<file path="config.mk">
export PLATFORM = sky130hd
export DESIGN_NAME = xtea_engine
export DESIGN_NICKNAME = d
export VERILOG_FILES = /design/src/rtl/xtea_pkg.sv /design/src/rtl/xtea_key_store.sv /design/src/rtl/xtea_round_unit.sv /design/src/rtl/xtea_ctrl.sv /design/src/rtl/xtea_engine.sv
export SDC_FILE = /design/constraint.sdc
export NUM_CORES = 1
export LEC_CHECK = 0
export ABC_CLOCK_PERIOD_IN_PS = 9100
export CORE_MARGIN = 8
export CORE_UTILIZATION = 42
export CTS_CLUSTER_SIZE = 24
export DETAILED_ROUTE_END_ITERATION = 8
export PLACE_DENSITY_LB_ADDON = 0.3
export SYNTH_ARGS = -nofsm -noshare
export SYNTH_HDL_FRONTEND = slang
export SYNTH_SLANG_ARGS = --single-unit
</file>
<file path="constraint.sdc">
create_clock -name clk -period 9.1 [get_ports clk]
set_input_delay 1.82 -clock clk [delete_from_list [all_inputs] [get_ports clk]]
set_output_delay 1.82 -clock clk [all_outputs]
set_load 0.1 [all_outputs]
</file>
<file path="src/rtl/xtea_pkg.sv">
package xtea_pkg;
  localparam int WORD_W = 32;
  localparam int KEY_AW = 2;
  localparam logic [WORD_W-1:0] XTEA_DELTA = 32'h9E37_79B9;

  // Shift-xor-add diffusion applied to one half.
  function automatic logic [WORD_W-1:0] xtea_mix(input logic [WORD_W-1:0] x);
    return ((x << 4) ^ (x >> 5)) + x;
  endfunction

  typedef enum logic {PH_FIRST = 1'b0, PH_SECOND = 1'b1} phase_e;
endpackage

</file>
<file path="src/rtl/xtea_key_store.sv">
module xtea_key_store
  import xtea_pkg::*;
#(
  parameter int W  = WORD_W,
  parameter int AW = KEY_AW
) (
  input  logic          clk,
  input  logic          rst,
  input  logic          we,
  input  logic [AW-1:0] addr,
  input  logic [W-1:0]  wdata,
  output logic [W-1:0]  rdata,
  input  logic [AW-1:0] lk_idx,
  output logic [W-1:0]  lk_word
);
  localparam int DEPTH = 1 << AW;

  logic [W-1:0] words [DEPTH];

  for (genvar g = 0; g < DEPTH; g++) begin : g_word
    always_ff @(posedge clk) begin
      if (rst)
        words[g] <= '0;
      else if (we && addr == AW'(g))
        words[g] <= wdata;
    end
  end

  always_ff @(posedge clk) begin
    if (rst) rdata <= '0;
    else     rdata <= words[addr];
  end

  assign lk_word = words[lk_idx];

  AST_KEY_WRITE: assert property (@(posedge clk) disable iff (rst)
    we |=> words[$past(addr)] == $past(wdata)) else $error("key write lost");
  AST_KEY_HOLD: assert property (@(posedge clk) disable iff (rst)
    !we |=> $stable(words[0]) && $stable(words[3])) else $error("key changed");
endmodule

</file>
<file path="src/rtl/xtea_round_unit.sv">
module xtea_round_unit
  import xtea_pkg::*;
#(
  parameter int W  = WORD_W,
  parameter int AW = KEY_AW
) (
  input  logic [W-1:0]  v0,
  input  logic [W-1:0]  v1,
  input  logic [W-1:0]  sum,
  input  logic          dec,
  input  phase_e        phase,
  input  logic [W-1:0]  key_word,
  output logic [AW-1:0] key_idx,
  output logic          upd_v0,
  output logic [W-1:0]  new_half
);
  logic [W-1:0] src, dst, f;

  always_comb begin
    // Encrypt touches v0 first; decrypt touches v1 first.
    upd_v0  = dec ? (phase == PH_SECOND) : (phase == PH_FIRST);
    src     = upd_v0 ? v1 : v0;
    dst     = upd_v0 ? v0 : v1;
    key_idx = upd_v0 ? sum[1:0] : sum[12:11];
    f       = xtea_mix(src) ^ (sum + key_word);
    new_half = dec ? (dst - f) : (dst + f);
  end
endmodule

</file>
<file path="src/rtl/xtea_ctrl.sv">
module xtea_ctrl
  import xtea_pkg::*;
#(
  parameter int CNT_W = 8
) (
  input  logic             clk,
  input  logic             rst,
  input  logic             start,
  input  logic             decrypt,
  input  logic [CNT_W-1:0] cycles,
  output logic             load,
  output logic             step,
  output logic             busy,
  output logic             done,
  output logic             dec_q,
  output phase_e           phase
);
  localparam int STEP_W = CNT_W + 1;

  logic [STEP_W-1:0] left_q;

  assign load = start && !busy;
  assign step = busy;

  always_ff @(posedge clk) begin
    if (rst) begin
      busy   <= 1'b0;
      done   <= 1'b0;
      dec_q  <= 1'b0;
      phase  <= PH_FIRST;
      left_q <= '0;
    end else begin
      done <= 1'b0;
      if (busy) begin
        phase  <= (phase == PH_FIRST) ? PH_SECOND : PH_FIRST;
        left_q <= left_q - 1'b1;
        if (left_q == STEP_W'(1)) begin
          busy <= 1'b0;
          done <= 1'b1;
        end
      end else if (start) begin
        dec_q  <= decrypt;
        phase  <= PH_FIRST;
        left_q <= {cycles, 1'b0};
        if (cycles == '0) done <= 1'b1;
        else              busy <= 1'b1;
      end
    end
  end

  AST_DONE_NOT_BUSY: assert property (@(posedge clk) disable iff (rst)
    done |-> !busy) else $error("done while busy");
  AST_START_IGNORED: assert property (@(posedge clk) disable iff (rst)
    (busy && start) |=> $stable(dec_q)) else $error("start taken while busy");
  AST_ZERO_RUN: assert property (@(posedge clk) disable iff (rst)
    (start && !busy && cycles == '0) |=> done && !busy) else $error("zero count");
  AST_RUN_CONT: assert property (@(posedge clk) disable iff (rst)
    (busy && left_q > STEP_W'(1)) |=> busy && !done) else $error("run cut short");
endmodule

</file>
<file path="src/rtl/xtea_engine.sv">
module xtea_engine
  import xtea_pkg::*;
#(
  parameter int CNT_W = 8
) (
  input  logic              clk,
  input  logic              rst,
  input  logic              start,
  input  logic              decrypt,
  input  logic [31:0]       v0_in,
  input  logic [31:0]       v1_in,
  input  logic [CNT_W-1:0]  cycles,
  input  logic              key_we,
  input  logic [1:0]        key_addr,
  input  logic [31:0]       key_wdata,
  output logic [31:0]       key_rdata,
  output logic [31:0]       v0_out,
  output logic [31:0]       v1_out,
  output logic              busy,
  output logic              done
);
  logic              load, step, dec_q, upd_v0;
  phase_e            phase;
  logic [WORD_W-1:0] v0_q, v1_q, sum_q, key_word, new_half, dec_sum;
  logic [KEY_AW-1:0] key_idx;

  assign dec_sum = XTEA_DELTA * WORD_W'(cycles);

  xtea_ctrl #(.CNT_W(CNT_W)) u_ctrl (
    .clk(clk), .rst(rst), .start(start), .decrypt(decrypt), .cycles(cycles),
    .load(load), .step(step), .busy(busy), .done(done), .dec_q(dec_q), .phase(phase)
  );

  xtea_key_store #(.W(WORD_W), .AW(KEY_AW)) u_keys (
    .clk(clk), .rst(rst), .we(key_we), .addr(key_addr), .wdata(key_wdata),
    .rdata(key_rdata), .lk_idx(key_idx), .lk_word(key_word)
  );

  xtea_round_unit #(.W(WORD_W), .AW(KEY_AW)) u_round (
    .v0(v0_q), .v1(v1_q), .sum(sum_q), .dec(dec_q), .phase(phase),
    .key_word(key_word), .key_idx(key_idx), .upd_v0(upd_v0), .new_half(new_half)
  );

  always_ff @(posedge clk) begin
    if (rst) begin
      v0_q  <= '0;
      v1_q  <= '0;
      sum_q <= '0;
    end else if (load) begin
      v0_q  <= v0_in;
      v1_q  <= v1_in;
      sum_q <= decrypt ? dec_sum : '0;
    end else if (step) begin
      if (upd_v0) v0_q <= new_half;
      else        v1_q <= new_half;
      if (phase == PH_FIRST)
        sum_q <= dec_q ? (sum_q - XTEA_DELTA) : (sum_q + XTEA_DELTA);
    end
  end

  assign v0_out = v0_q;
  assign v1_out = v1_q;

  AST_ONE_HALF: assert property (@(posedge clk) disable iff (rst)
    busy |=> ($stable(v0_q) || $stable(v1_q))) else $error("both halves moved");
  AST_HOLD: assert property (@(posedge clk) disable iff (rst)
    (!busy && !start) |=> $stable(v0_q) && $stable(v1_q)) else $error("idle drift");
  AST_ENC_SUM0: assert property (@(posedge clk) disable iff (rst)
    (start && !busy && !decrypt) |=> sum_q == '0) else $error("enc sum start");
endmodule

</file>
==> results of run 1 <==
final cells by class:
class	instances	area, um2	area share (%)
Clock buffer	37	860	3.16
Clock inverter	19	198	0.726
Sequential cell	269	6670	24.5
Tap cell	748	936	3.44
Timing Repair Buffer	235	2270	8.35
Inverter	143	537	1.97
Multi-Input combinational cell	2067	15700	57.9
flip-flops by register name, indices dropped and copies added, names as in the netlist:
| name | flops |
|---|---|
| u_ctrl.phase | 1 |
| u_ctrl.busy | 1 |
| u_ctrl.left_q | 9 |
| u_keys.rdata | 32 |
| u_ctrl.done | 1 |
| u_ctrl.dec_q | 1 |
| v0_out | 32 |
| u_keys.words | 128 |
| v1_out | 32 |
| sum_q | 32 |
cells in the mapped netlist, types with 51 or more instances:
| cell | n |
|---|---|
| a21o_1 | 78 |
| a21oi_1 | 173 |
| and2_1 | 136 |
| clkbuf_1 | 92 |
| dfxtp_1 | 141 |
| edfxtp_1 | 128 |
| fa_1 | 66 |
| ha_1 | 196 |
| inv_1 | 143 |
| mux4_2 | 64 |
| nand2_1 | 328 |
| nor2_1 | 178 |
| nor3_1 | 51 |
| o21ai_0 | 93 |
| xnor2_1 | 143 |
| xor2_1 | 71 |
worst max-delay path, cell delays in order, from the launching register on:
cell and delay (ps):
dfxtp_1 510, xor2_4 370, buf_4 650, mux2i_1 750
xor2_1 240, ha_1 470, and3_1 250, a2111oi_0 740
o211ai_1 190, o211ai_1 270, xnor2_1 200, nand4_1 150
or3_4 380, nor4b_4 410, a21oi_1 160, xnor2_1 190
ha_1 430, a21oi_1 400, o21bai_1 140, a21oi_1 230
o22a_1 150, o311ai_0 150, xnor2_1 180, xnor2_1 210
nand2_1 90, a31oi_1 160
how the worst max path moves through the flow:
| stage | from | end | cells after the start |
|---|---|---|---|
| final | u_ctrl.phase | v0_out[31] | 25 |
| after global routing | u_ctrl.phase | v0_out[29] | 30 |
| after CTS | u_ctrl.phase | v0_out[31] | 25 |
| after detailed placement | cycles[2] | sum_q[30] | 21 |
| after global placement | cycles[5] | sum_q[30] | 18 |
| after floorplan | u_ctrl.dec_q | v1_out[30] | 34 |
cell families (layout without fill, tap and decap cells):
kind of cell | count (synthesis) | count (layout) | share of synthesized area (%)
xor gates and xnor gates | 214 | 214 | 8.05
muxes | 85 | 85 | 7.10
adders and majority gates | 262 | 262 | 16.2
DFF | 269 | 269 | 28.6
buffers and inverters | 260 | 434 | 4.23
AOI/OAI and AO/OA | 617 | 617 | 17.6
and+or+nand+nor | 889 | 889 | 18.2
per-stage QoR:
step           setup slack [ps]  cells  utilization, %  area [um2]  hold slack [ps]
6_report                    891   3518            49.5       27200              526
5_1_grt                     217   3518            49.5       27200              543
4_1_cts                    1010   3518            49.5       27200              526
3_5_place_dp               1060   3462            47.6       26200              511
3_3_place_gp               1110   3462            47.6       26200              505
2_1_floorplan              1630   2596               -       23300              485
layer usage:
metal	up-vias	global-route usage (%)
met5	-	0
met1	9837	33.3
li1	9602	-
met4	0	6.17
met3	125	4.13
met2	803	34.4
power groups by stage:
stage | logic (mW) | clock network [mW] | registers, mW
CTS | 6.57 | 1.31 | 1.60
finish | 6.65 | 1.29 | 1.60
detailed placement | 6.52 | 0 | 1.62
global route | 7.25 | 1.35 | 1.62
global placement | 6.48 | 0 | 1.62
floorplan | 4.43 | 0 | 2.10
==> summary.md, run 1 <==
| Metric | Value |
|---|---|
| Post-synth EDFFs | around 130 |
| Vias | around 20000 |
| Sequential Power Share | 16.8% |
| WL met1 | 35000 um |
| Required @ worst endpoint | between 9000 and 10000 ps |
| Syn_nets | just under 3000 |
| Ratio of cells with drive above 1 in the final layout | roughly 6.8% |
| Die height | about 250 um |
| Largest net degree at the start of global routing | 88 |
| Sw Ratio | around 50% |
| GR Util All Layers | between 20 and 25% |
| Vias per cell | ~5.8 |
| Leading cell types in the layout, fill and taps excluded | nand2_1, clkdlybuf4s50_1, ha_1, nor2_1, a21oi_1 |
| Most used DFF post-synth | dfxtp_1 |
| Hold Path Sink | u_ctrl.left_q[3] |
| Final Hold Viols | 0 |
| Fmax | about 120 MHz |
| HP Class | reg -> reg |
| Max-Cap Viols | 0 |
| VDD IR max | 0.189 mV |
| # port buffers | 208 |
| Routed WL per cell | roughly 21 um |
| YS warnings | 0 |
| Synth async-reset ratio | 0% |
| Die area | about 0.063 mm2 |
| Int Pwr | between 4 and 5 mW |
| Net Sw Power | 4.87 mW |
| Pleak | 11.6 nW |
| Die width | around 250 um |
| Total power | between 9 and 10 mW |
| Synth-to-layout area growth | 16.8% |
| Critical R2R Capture | v0_out[31] |
| Num CTS Buffers | 30 |
| Met2 Wirelength | between 30000 and 40000 um |
| Hold depth | 2 |
| Avg Inst Size Synth | approximately 9 um2 |
| Post-synth top area cell | edfxtp_1 |
| Synth top area share | ~17% |
| Final number of setup-violating endpoints | 0 |
| Clk pin slew, worst setup/hold paths | around 80 ps |
| Hold buffer count at cts | 0 |
| First-pass GRT wire length | between 100000 and 150000 um |
| Initial drt markers | 1740 |
| Top sig layer | met4 |
| Total Wirelength | 74700 um |
| Post-CTS Setup Inserts | 0 |
| Post-CTS sizing | 0 |
| Critical Path AT | a little under 9000 ps |
| DRC viols | 0 |
| Worst-Margin Slew | about 1100 ps |
| Initial antenna violation count | 1 |
| CP Class | reg -> reg |
| Worst Setup End Kind | flop |
| Worst hold start | u_ctrl.left_q[3] |
| Pre-Repair DR Iteration Count | 6 |
| Row count | 86 |
| CTS tree | built |
| Clock power frac | between 10% and 20% |
| Comb power frac | between 60% and 70% |
| Remaining antenna violation count | 0 |
| Unrepaired setup endpoints after global routing | no |
| Final net count | between 3000 and 4000 |
| Grt total ovfl | 0 |
| Cell Area, Synth | ~0.023 mm2 |
| Fillers | roughly 5200 |
| CTS Buffer Depth | 3 |
| Slew Limit Fails | 0 |
| Clock Sinks | 269 |
| Total core area | about 0.055 mm2 |
| Worst rel slew slack | a little under a quarter |
| Worst R2R Path Depth | 25 |
| I/O pins | ~210 |
| Status | complete, no violations |
| Setup TNS Final | 0 ps |
| DR WL met3 | between 5000 and 6000 um |
| RR Startpoint | u_ctrl.phase |
| CP Max Fanout | 64 |
| CTS H-tree depth | 1 |
| Worst Skew | about 24 ps |
| Sequential area share after synthesis | roughly 29% |
| #FFs+latches synth | 269 |
| Vias in the first global route | around 20000 |
| Setup crit start kind | flop |
| Post-synthesis cell type count | 77 |
| Commonest non-fill, non-tap cell in the layout | nand2_1 |
| Setup slack, reg-to-reg | between 800 and 900 ps |
| Final period util | approximately 90% |
| Initial Utilization | between 40 and 50% |
| CTS Root Cell | clkbuf_16 |
| Ant diodes | 0 |
| Skew-Pair Late Insertion Delay | slightly above 600 ps |
| Final Critical Period | 8210 ps |
| Post-synthesis instance total | 2596 |
| Pwr Density | approximately 350 mW/mm2 |
| Top cells by area, synth | edfxtp_1, dfxtp_1, ha_1, mux4_2, fa_1 |
| DP Wirelength | ~57000 um |
| Placer Congestion | ~0.94 |
Note: power is estimated with default switching activity, not from simulation.
==> inputs of run 2 (changes only) <==
Settings changed: CTS_CLUSTER_DIAMETER set to 150.
==> run 2 against run 1 <==
Net effect: non-clock buffer count unchanged; sequential share of layout area increased by 0.58 points; setup slack improved by 14 ps; clock skew is 8.8 ps higher; total power fell by 5.7%; critical path type unchanged; critical endpoint unchanged.
==> summary.md, run 2 (synthesis gave the netlist of run 1 again) <==
| Metric | Value |
|---|---|
| Worst Skew | about 33 ps |
| Critical Path AT | a little under 9000 ps |
| Sw Ratio | 52.8% |
| Num CTS Buffers | 15 |
| Pleak | between 10 and 15 nW |
| Worst-Margin Slew | about 1100 ps |
| Final non-filler cell area | between 0.02 and 0.03 mm2 |
| DRC viols | 0 |
| Remaining antenna violation count | 0 |
| Hold depth | 2 |
| Final Hold Viols | 0 |
| CTS H-tree depth | 1 |
| Total Wirelength | 74500 um |
| Vias in the first global route | between 15000 and 20000 |
| # port buffers | ~210 |
| Area after DPL | ~0.026 mm2 |
| Net Sw Power | between 4 and 5 mW |
| Critical Path Source | u_ctrl.phase |
| Critical R2R Capture | v0_out[31] |
| Synth-to-layout area growth | 14.2% |
| GR Util All Layers | a little under a quarter |
| Initial antenna violation count | 1 |
| Setup slack, reg-to-reg | between 900 and 1000 ps |
| CTS tree | built |
| Clock Sinks | between 200 and 300 |
| CTS Root Cell | clkbuf_16 |
| Clock power frac | 8.4% |
| Final Critical Period | 8190 ps |
| Worst rel slew slack | between 20% and 30% |
| Max FFs per register | between 100 and 150 |
| Slew Limit Fails | 0 |
| VDD IR max | roughly 0.15 mV |
| First-pass GRT wire length | around 120000 um |
| CP Max Fanout | 64 |
| Clk pin slew, worst setup/hold paths | about 110 ps |
| DP Wirelength | between 50000 and 60000 um |
| Die width | ~250 um |
| Routed WL per cell | 21.4 um |
| Final number of setup-violating endpoints | 0 |
| Unrepaired setup endpoints after global routing | no |
| Hold Path Sink | u_ctrl.left_q[3] |
| Sequential Power Share | 17.8% |
| Initial Utilization | 42.4% |
| RR Startpoint | u_ctrl.phase |
| Biggest register | u_keys.words |
| Initial drt markers | roughly 1700 |
| Final period util | 90.1% |
| Pwr Density | around 340 mW/mm2 |
| Grt total ovfl | 0 |
| CTS Buffer Depth | 3 |
| Die area | 0.0632 mm2 |
| Die height | about 250 um |
| Post-CTS sizing | 0 |
| Setup TNS Final | 0 ps |
| Total core area | between 0.05 and 0.06 mm2 |
| Hold buffer count at cts | 0 |
| Vias | about 20000 |
| Max-Cap Viols | 0 |
| Row count | between 80 and 90 |
| Ratio of cells with drive above 1 in the final layout | ~5.5% |
| Placer Congestion | 0.939 |
| Ant diodes | 0 |
| Skew-Pair Late Insertion Delay | 540 ps |
| Fmax | around 120 MHz |
| Required @ worst endpoint | about 9600 ps |
| Setup crit start kind | flop |
| Pre-Repair DR Iteration Count | 6 |
| Int Pwr | about 4.2 mW |
| Commonest non-fill, non-tap cell in the layout | nand2_1 |
| Vias per cell | roughly 5.8 |
| Final net count | around 3100 |
| Worst hold start | u_ctrl.left_q[3] |
| Status | complete, no violations |
| Post-CTS Setup Inserts | 0 |
| I/O pins | between 200 and 250 |
| Comb power frac | about three quarters |
| Worst Setup End Kind | flop |
| Fillers | ~5300 |
| Largest net degree at the start of global routing | between 80 and 90 |
| HP Class | reg -> reg |
| CP Class | reg -> reg |
| Leading cell types in the layout, fill and taps excluded | nand2_1, clkdlybuf4s50_1, ha_1, nor2_1, a21oi_1 |
| Worst R2R Path Depth | 25 |
==> run 2: layout make-up <==
cell class / count / area, um2 / share of cell area, %
multi-input combinational: 2067 / 15700 / 59.2
sequential: 269 / 6670 / 25.1
timing repair buffer: 235 / 2270 / 8.55
tap: 748 / 936 / 3.52
inverter: 143 / 537 / 2.02
clock buffer: 21 / 398 / 1.50
clock inverter: 3 / 33.8 / 0.127
==> run 2: worst max-delay path by stage <==
stage / to / slack [ps] / cells past startpoint
3_5_place_dp: sum_q[30] / 1060 / 21
2_1_floorplan: v1_out[30] / 1630 / 34
3_3_place_gp: sum_q[30] / 1110 / 18
4_1_cts: v0_out[31] / 1000 / 25
6_report: v0_out[31] / 910 / 25
5_1_grt: v0_out[29] / 200 / 30
==> run 2: power by group through the flow <==
stage	clock [mW]	combinational [mW]	sequential, mW
6_report	0.753	6.64	1.60
5_1_grt	0.806	7.25	1.62
4_1_cts	0.769	6.57	1.60
3_5_place_dp	0	6.52	1.62
3_3_place_gp	0	6.48	1.62
2_1_floorplan	0	4.43	2.10
==> run 2: per-stage QoR <==
| stage | setup WS, ps | utilization [%] | hold WS [ps] | instances | power [mW] |
|---|---|---|---|---|---|
| after floorplan | 1630 | - | 485 | 2596 | 6.53 |
| after CTS | 999 | 48.4 | 532 | 3486 | 8.94 |
| after global routing | 205 | 48.4 | 551 | 3486 | 9.67 |
| after global placement | 1110 | 47.6 | 505 | 3462 | 8.10 |
| final | 905 | 48.4 | 527 | 3486 | 8.99 |
| after detailed placement | 1060 | 47.6 | 511 | 3462 | 8.15 |
==> run 2: worst max-delay path, cell delays in order, from the launching register on <==
cell and delay, ps:
dfxtp_1 520, xor2_4 370, buf_4 650, mux2i_1 730, xor2_1 230, ha_1 470
and3_1 260, a2111oi_0 730, o211ai_1 190, o211ai_1 280, xnor2_1 200, nand4_1 150
or3_4 380, nor4b_4 420, a21oi_1 160, xnor2_1 190, ha_1 430, a21oi_1 410
o21bai_1 140, a21oi_1 230, o22a_1 150, o311ai_0 150, xnor2_1 180, xnor2_1 210
nand2_1 90, a31oi_1 160
==> run 2: routing by layer <==
| metal | GRT usage (%) | vias to the layer above | routed length [um] |
|---|---|---|---|
| met1 | 33.2 | 9813 | 34600 |
| met3 | 3.85 | 102 | 6000 |
| met2 | 34.5 | 841 | 31900 |
| met4 | 5.74 | 0 | 2050 |
| li1 | - | 9550 | - |
| met5 | 0 | - | 0 |
